### src/rtl/sreg_pkg.sv
package sreg_pkg;

  typedef enum logic [1:0] {
    CS_SOFT     = 2'b00,
    CS_TIMER    = 2'b01,
    CS_EXT_RISE = 2'b10,
    CS_EXT_FALL = 2'b11
  } clk_src_e;

  localparam int CTRL_W = 3;

endpackage

### src/rtl/sreg_sync.sv
module sreg_sync #(
  parameter int STAGES = 2
) (
  input  logic clk,
  input  logic rst_n,
  input  logic async_i,
  output logic level_o
);

  logic [STAGES-1:0] chain_q;
  logic [STAGES-1:0] chain_d;

  // Stage 0 samples the pin; each later stage takes the one before it.
  generate
    for (genvar g = 0; g < STAGES; g++) begin : g_stage
      if (g == 0) begin : g_first
        always_comb chain_d[g] = async_i;
      end else begin : g_next
        always_comb chain_d[g] = chain_q[g-1];
      end
      always_ff @(posedge clk or negedge rst_n) begin
        if (!rst_n) chain_q[g] <= 1'b0;
        else        chain_q[g] <= chain_d[g];
      end
    end
  endgenerate

  assign level_o = chain_q[STAGES-1];

endmodule

### src/rtl/sreg_clksel.sv
module sreg_clksel
  import sreg_pkg::*;
(
  input  logic     clk,
  input  logic     rst_n,
  input  clk_src_e src_q,
  input  logic     strobe_i,
  input  logic     tmr_ovf_i,
  input  logic     sck_lvl_i,
  output logic     shift_o,
  output logic     latch_open_o
);

  logic sck_prev_q;
  logic sck_prev_d;
  logic rise;
  logic fall;
  logic src_shift;

  // Previous synchronised clock level, used for edge detection.
  always_comb sck_prev_d = sck_lvl_i;

  always_ff @(posedge clk or negedge rst_n) begin
    if (!rst_n) sck_prev_q <= 1'b0;
    else        sck_prev_q <= sck_prev_d;
  end

  assign rise = sck_lvl_i & ~sck_prev_q;
  assign fall = ~sck_lvl_i & sck_prev_q;

  always_comb begin
    src_shift    = 1'b0;
    latch_open_o = 1'b1;
    unique case (src_q)
      CS_SOFT:  begin
        src_shift    = 1'b0;
        latch_open_o = 1'b1;
      end
      CS_TIMER: begin
        src_shift    = tmr_ovf_i;
        latch_open_o = 1'b1;
      end
      CS_EXT_RISE: begin
        src_shift    = rise;
        latch_open_o = ~sck_lvl_i;  // open in the half before the rising edge
      end
      CS_EXT_FALL: begin
        src_shift    = fall;
        latch_open_o = sck_lvl_i;   // open in the half before the falling edge
      end
      default: begin
        src_shift    = 1'b0;
        latch_open_o = 1'b1;
      end
    endcase
  end

  assign shift_o = strobe_i | src_shift;

endmodule

### src/rtl/sreg_outlatch.sv
module sreg_outlatch (
  input  logic clk,
  input  logic rst_n,
  input  logic open_i,
  input  logic msb_i,
  output logic sdo_o
);

  logic hold_q;
  logic hold_d;

  always_comb hold_d = open_i ? msb_i : hold_q;

  always_ff @(posedge clk or negedge rst_n) begin
    if (!rst_n) hold_q <= 1'b0;
    else        hold_q <= hold_d;
  end

  assign sdo_o = open_i ? msb_i : hold_q;

endmodule

### src/rtl/sreg_serial.sv
module sreg_serial
  import sreg_pkg::*;
#(
  parameter int DATA_W      = 8,
  parameter int SYNC_STAGES = 2
) (
  input  logic              clk,
  input  logic              rst_n,
  input  logic              wr_en,
  input  logic [DATA_W-1:0] wr_data,
  output logic [DATA_W-1:0] rd_data,
  input  logic              ctrl_wr_en,
  input  logic [2:0]        ctrl_wr_data,
  output logic [2:0]        ctrl_rd_data,
  input  logic              tmr_ovf,
  input  logic              sck_in,
  input  logic              sdi_in,
  output logic              sdo
);

  localparam int MSB = DATA_W - 1;

  clk_src_e          src_q, src_d;
  logic [DATA_W-1:0] data_q, data_d;
  logic              sck_lvl, sdi_lvl;
  logic              strobe, shift, latch_open;

  sreg_sync #(.STAGES(SYNC_STAGES)) u_sync_sck (
    .clk(clk), .rst_n(rst_n), .async_i(sck_in), .level_o(sck_lvl)
  );

  sreg_sync #(.STAGES(SYNC_STAGES)) u_sync_sdi (
    .clk(clk), .rst_n(rst_n), .async_i(sdi_in), .level_o(sdi_lvl)
  );

  // The strobe acts only when the control word written with it selects software clocking.
  assign strobe = ctrl_wr_en & ctrl_wr_data[0] &
                  (clk_src_e'(ctrl_wr_data[2:1]) == CS_SOFT);

  sreg_clksel u_clksel (
    .clk(clk), .rst_n(rst_n), .src_q(src_q), .strobe_i(strobe),
    .tmr_ovf_i(tmr_ovf), .sck_lvl_i(sck_lvl),
    .shift_o(shift), .latch_open_o(latch_open)
  );

  always_comb src_d = ctrl_wr_en ? clk_src_e'(ctrl_wr_data[2:1]) : src_q;

  // A CPU write takes priority over a shift in the same cycle.
  always_comb begin
    if (wr_en)      data_d = wr_data;
    else if (shift) data_d = {data_q[MSB-1:0], sdi_lvl};
    else            data_d = data_q;
  end

  always_ff @(posedge clk or negedge rst_n) begin
    if (!rst_n) begin
      src_q  <= CS_SOFT;
      data_q <= '0;
    end else begin
      src_q  <= src_d;
      data_q <= data_d;
    end
  end

  sreg_outlatch u_outlatch (
    .clk(clk), .rst_n(rst_n), .open_i(latch_open), .msb_i(data_q[MSB]), .sdo_o(sdo)
  );

  assign rd_data      = data_q;
  assign ctrl_rd_data = {src_q, 1'b0};

endmodule

### config.mk
export PLATFORM = sky130hd
export DESIGN_NAME = sreg_serial
export DESIGN_NICKNAME = d
export VERILOG_FILES = /design/src/rtl/sreg_pkg.sv /design/src/rtl/sreg_sync.sv /design/src/rtl/sreg_clksel.sv /design/src/rtl/sreg_outlatch.sv /design/src/rtl/sreg_serial.sv
export SDC_FILE = /design/constraint.sdc
export NUM_CORES = 1
export LEC_CHECK = 0
export ABC_AREA = 1
export BUFFER_PORTS_ARGS = -buffer_cell sky130_fd_sc_hd__buf_4
export CAP_MARGIN = 0
export CELL_PAD_IN_SITES_DETAIL_PLACEMENT = 0
export CELL_PAD_IN_SITES_GLOBAL_PLACEMENT = 1
export CORE_ASPECT_RATIO = 1.1
export CORE_MARGIN = 2
export CORE_UTILIZATION = 34
export CTS_BUF_LIST = sky130_fd_sc_hd__clkbuf_8 sky130_fd_sc_hd__clkbuf_16
export DETAILED_ROUTE_END_ITERATION = 8
export PLACE_DENSITY_LB_ADDON = 0.1
export SLEW_MARGIN = 30
export SYNTH_ARGS = -nofsm -noshare
export SYNTH_HDL_FRONTEND = slang
export SYNTH_SLANG_ARGS = --single-unit
export TNS_END_PERCENT = 5
### constraint.sdc
create_clock -name clk -period 1.3 [get_ports clk]
set_input_delay 0.195 -clock clk [delete_from_list [all_inputs] [get_ports clk]]
set_output_delay 0.195 -clock clk [all_outputs]
set_load 0.02 [all_outputs]
== Word-level counts from Yosys, hierarchy flattened ==
Index checks and enable logic that the tools add are counted.

* Equality and inequality tests: 3
* Multiplexer cells: 5
* Bitwise logic cells: 7
* Reductions and logical operators: 4

{| class="wikitable"
|+ Operators by type and width
! cell !! number
|-
| 2-to-1 mux 8 bit || 2
|-
| bitwise AND 1 bit || 4
|-
| equality test 2 bit (second input constant) || 2
|-
| zero test 2 bit || 2
|-
| case mux 1 bit (4 select lines) || 1
|-
| case mux 1 bit (3 select lines) || 1
|-
| equality test 2 x 1 -> 1 bit (second input constant) || 1
|-
| NOT 1 bit || 2
|-
| nonzero test 2 bit || 1
|-
| OR reduction 2 bit || 1
|-
| 2-to-1 mux 1 bit || 1
|-
| OR 1 bit || 1
|}

* Flip-flop bits (word level): 16
* Input port bits: 18
* Logic and storage cells: 27

== Depth between registers and ports, before layout ==
* Word-level depth: 6
* Mapped depth: 7

== By module ==
A second synthesis with hierarchy kept.

* Cells, all modules: 86
* Area, all modules: 719.4 sq um

{| class="wikitable"
|+ Modules (own cells, without submodules)
! module !! times used !! cells an instance !! area each (sq um) !! sequential area each (sq um)
|-
| sreg_serial || 1 || 57 || 479.2 || 250.2
|-
| sreg_clksel || 1 || 20 || 100.1 || 25.0
|-
| sreg_sync || 2 || 2 || 50.0 || 50.0
|-
| sreg_outlatch || 1 || 5 || 40.0 || 25.0
|}

== Least setup slack after synthesis ==
Ideal clock, no wire load.

* Path kind: register to output
* From: register src_q[1]
* To: output sdo
* Arrival: 1273 ps
* Setup slack: -168 ps
* Cell stages (with the launch flop): 6
* Cell sequence: dfrtp_1 -> inv_1 -> nor2_1 -> nand2_1 -> o21ai_0 -> o21ai_0

* Word-level cells in the longest chain between the ends: 4
* Elaborated cells between the ends (all ways): 7

{| class="wikitable"
|+ Ends and longest elaborated chain
! item !! line !! text
|-
| from (decl) || sreg_serial.sv:23 || <nowiki>clk_src_e src_q, src_d;</nowiki>
|-
| from (signal assigned) || sreg_serial.sv:60 || <nowiki>src_q <= src_d;</nowiki>
|-
| equality test 2 x 1 -> 1 bit / zero test 2 bit (equally long branches) || sreg_clksel.sv:34 || <nowiki>unique case (src_q)</nowiki>
|-
| OR reduction 2 bit (no line) || n/a ||
|-
| case mux 1 bit (3 select lines) (*) || sreg_clksel.sv:34 ||
|-
| 2-to-1 mux 1 bit (*) || sreg_outlatch.sv:19 || <nowiki>assign sdo_o = open_i ? msb_i : hold_q;</nowiki>
|-
| to (decl) || sreg_serial.sv:18 || <nowiki>output logic sdo</nowiki>
|}

Every way passes the cells marked *; elsewhere a longest branch is shown, timed or not.

== Worst setup path in the final report ==
* From: register src_q[0]
* To: output sdo

The elaborated chain is that of the path after synthesis.

==> impl_metrics.env <==
export IMPL_die_w_um=49.8
export IMPL_boundaryPins=30
export IMPL_n_antenna_cell=0
export IMPL_cpMostUsedCell="o21ai_2"
export IMPL_critical_path_arrival_ns=1.22
export IMPL_die_height_um=54.4
export IMPL_syn_num_nets=104
export IMPL_place_congestion=0.743
export IMPL_yosys_register_bits=16
export IMPL_nNetsFinal=141
export IMPL_dieArea_mm2=0.00271
export IMPL_final_common_cell="buf_4"
export IMPL_hold_viol_final=0
export IMPL_rsz0062_at_grt="yes"
export IMPL_clock_skew_ns=0.00321
export IMPL_drv_slew=0
export IMPL_tns_ns=-0.229
export IMPL_setup_viol=10
export IMPL_rows=18
export IMPL_grt_max_degree=17
export IMPL_cts_tree="built"
export IMPL_num_vias=674
export IMPL_synthToLayoutAreaGrowth_pct=47.8
export IMPL_synth_area_leaders="dfrtp_1 51%, nand2_1 11%, o21bai_1 7.6%, o21ai_0 7.0%, or2_1 5.6%"
export IMPL_yosysWarnings=0
export IMPL_synthArstFlopShare_pct=100
export IMPL_io_buffers=28
export IMPL_grt_overflow=0
export IMPL_cts_buffers=3
export IMPL_grt_use_total_pct=13.3
export IMPL_seq_area_um2=402
export IMPL_synthesis_area_um2=786
export IMPL_cts_sinks=16
export IMPL_drive_gt1_share_pct=43.4
export IMPL_peakVddDrop_v=0.000676
export IMPL_first_global_vias=603
export IMPL_cp_max_fo=3
export IMPL_cp_start_kind="flip-flop"
export IMPL_crit_slowest_cell="dfrtp_2"
export IMPL_ant_nets=0
export IMPL_root_buffer="clkbuf_8"
export IMPL_synth_cells=86
export IMPL_finalCritPeriodShare_pct=109
export IMPL_firstDrtPassIters=3
export IMPL_clk_latency_ns=0.25
export IMPL_ctsLongestPathBuffers=2
export IMPL_ys_types=17
export IMPL_final_area_mm2=0.00116
export IMPL_fin_ws_ns=-0.112
export IMPL_placed_area_mm2=0.00103
export IMPL_crit_path_max_incr_delay_ns=0.44
export IMPL_avgSynthCellArea_um2=9.14
export IMPL_synth_edf_count=0
export IMPL_p_per_area_mw_per_mm2=1270
export IMPL_drt_iter0_drc=4
export IMPL_critPathRequiredTime_ns=1.11
export IMPL_multi_input_area_um2=387
export IMPL_grt_first_pass_wirelength_um=2660
export IMPL_max_freq_mhz=708
export IMPL_core_area_mm2=0.00221
export IMPL_initial_core_util_pct=35.6
export IMPL_status="finished, violations left"
export IMPL_antenna_found_initial=0
export IMPL_wl_per_cell_um=11.2
export IMPL_hpwl_um=1130
export IMPL_power_leakage_nw=0.582
export IMPL_fin_crit_ns=1.41
export IMPL_cap_viol_max_count=0
export IMPL_violations="setup timing"
export IMPL_worstSetupPathType="reg -> out"
export IMPL_yosys_area_top_type="dfrtp_1"
export IMPL_hp_class="in -> reg"
export IMPL_totalWireLength_um=1710
export IMPL_path_cells="nor2_4, nand2_2, o21ai_2, nand2_1, o21ai_2, buf_6"
export IMPL_drc=0
export IMPL_netlist_area_leader_share_pct=51.0
export IMPL_via_per_inst=4.43
export IMPL_mostFrequentLayoutCells="31 x buf_4, 20 x nand2_1, 15 x dfrtp_1, 9 x o21ai_0, 8 x o21bai_1"
export IMPL_crit_path_end_kind="output port"
export IMPL_clk_pin_slew_ns=0.06
export IMPL_fill_cells=221
export IMPL_synth_flop_cell="dfrtp_1"
export IMPL_ys_seq_area_share_pct=51.0
export IMPL_htree_levels=1
[cells by family (layout without fill, tap and decap cells)]
kind of cell           count (synthesis)  in the layout  share of synthesized area, %
DFF                                   16             16                          51.0
muxes                                  1              1                          1.43
other                                  1              1                         0.477
buffers and inverters                  9             44                          5.25
and+or+nand+nor                       40             41                          27.2
AOI/OAI and AO/OA                     19             19                          14.6
[through the flow]
step	instances	util (%)	power (mW)	hold slack [ns]	setup WS, ns
after floorplan	86	-	0.835	-0.101	0.0737
after global placement	143	46.7	1.00	0.0702	0.0631
after detailed placement	143	46.7	1.00	0.0681	0.0470
after CTS	149	50.4	1.47	0.0437	-0.126
after global routing	152	52.6	1.56	0.0407	-0.189
final	152	52.6	1.47	0.0498	-0.112
[worst max-delay path: cells and delay by family (launching register included)]
kind | cells | cell delay, ns
compound gates | 2 | 0.14
buf+inv | 1 | 0.14
flops | 1 | 0.44
simple gates | 3 | 0.25
[metal layers]
metal | up-vias | track usage, % | wire (um)
li1 | 347 | - | -
met1 | 308 | 16.2 | 789
met2 | 17 | 22.2 | 825
met3 | 2 | 3.01 | 78
met4 | 0 | 6.94 | 11
met5 | - | 0 | 0
[cell type report]
class,instances,share of cell area [%]
Timing Repair Buffer,33,21.9
Inverter,7,2.26
Tap cell,30,3.23
Sequential cell,16,34.6
Multi-Input combinational cell,62,33.3
Clock buffer,4,4.74
[Yosys cell counts (2+ instances only)]
master / instances
nor2_1: 4
or2_1: 7
o21ai_0: 11
nand2_2: 2
o21bai_1: 8
dfrtp_1: 16
buf_4: 2
inv_1: 6
nand2_1: 22
[flip-flops by register name (all words and copies together) (netlist names)]
signal	flops
u_sync_sdi.chain_d	1
rd_data	8
u_sync_sdi.level_o	1
src_q	2
u_sync_sck.level_o	1
u_sync_sck.chain_d	1
u_clksel.sck_prev_q	1
u_outlatch.hold_q	1
[what timing repair did]
action,in CTS,in global routing
cloned,0,1
hold buffers,1,0
buffers inserted,1,2
hold endpoints to repair,16,0
pin swaps,1,4
setup endpoints to repair,1,10
gates resized for setup,5,6
[worst paths after layout]
| kind | start | endpoint | slack [ns] | depth (start not counted) |
|---|---|---|---|---|
| max in group asynchronous | rst_n | src_q[0] | 0.77 | 2 |
| setup reg to reg | src_q[0] | rd_data[1] | -0.02 | 7 |
| hold reg to reg | u_sync_sck.chain_d[1] | u_sync_sck.level_o | 0.35 | 0 |
| min in group asynchronous | rst_n | u_outlatch.hold_q | 0.34 | 2 |
| hold / removal | sdi_in | u_sync_sdi.chain_d[1] | 0.05 | 1 |
| setup / recovery | src_q[0] | sdo | -0.11 | 6 |
[power breakdown]
| group | switching [mW] | leakage [nW] | internal (mW) | total (mW) |
|---|---|---|---|---|
| combinational | 0.220 | 0.365 | 0.208 | 0.428 |
| clock | 0.166 | 0.0288 | 0.268 | 0.435 |
| sequential | 0.0461 | 0.188 | 0.564 | 0.610 |
No activity file was read; power rests on OpenSTA's default activity.
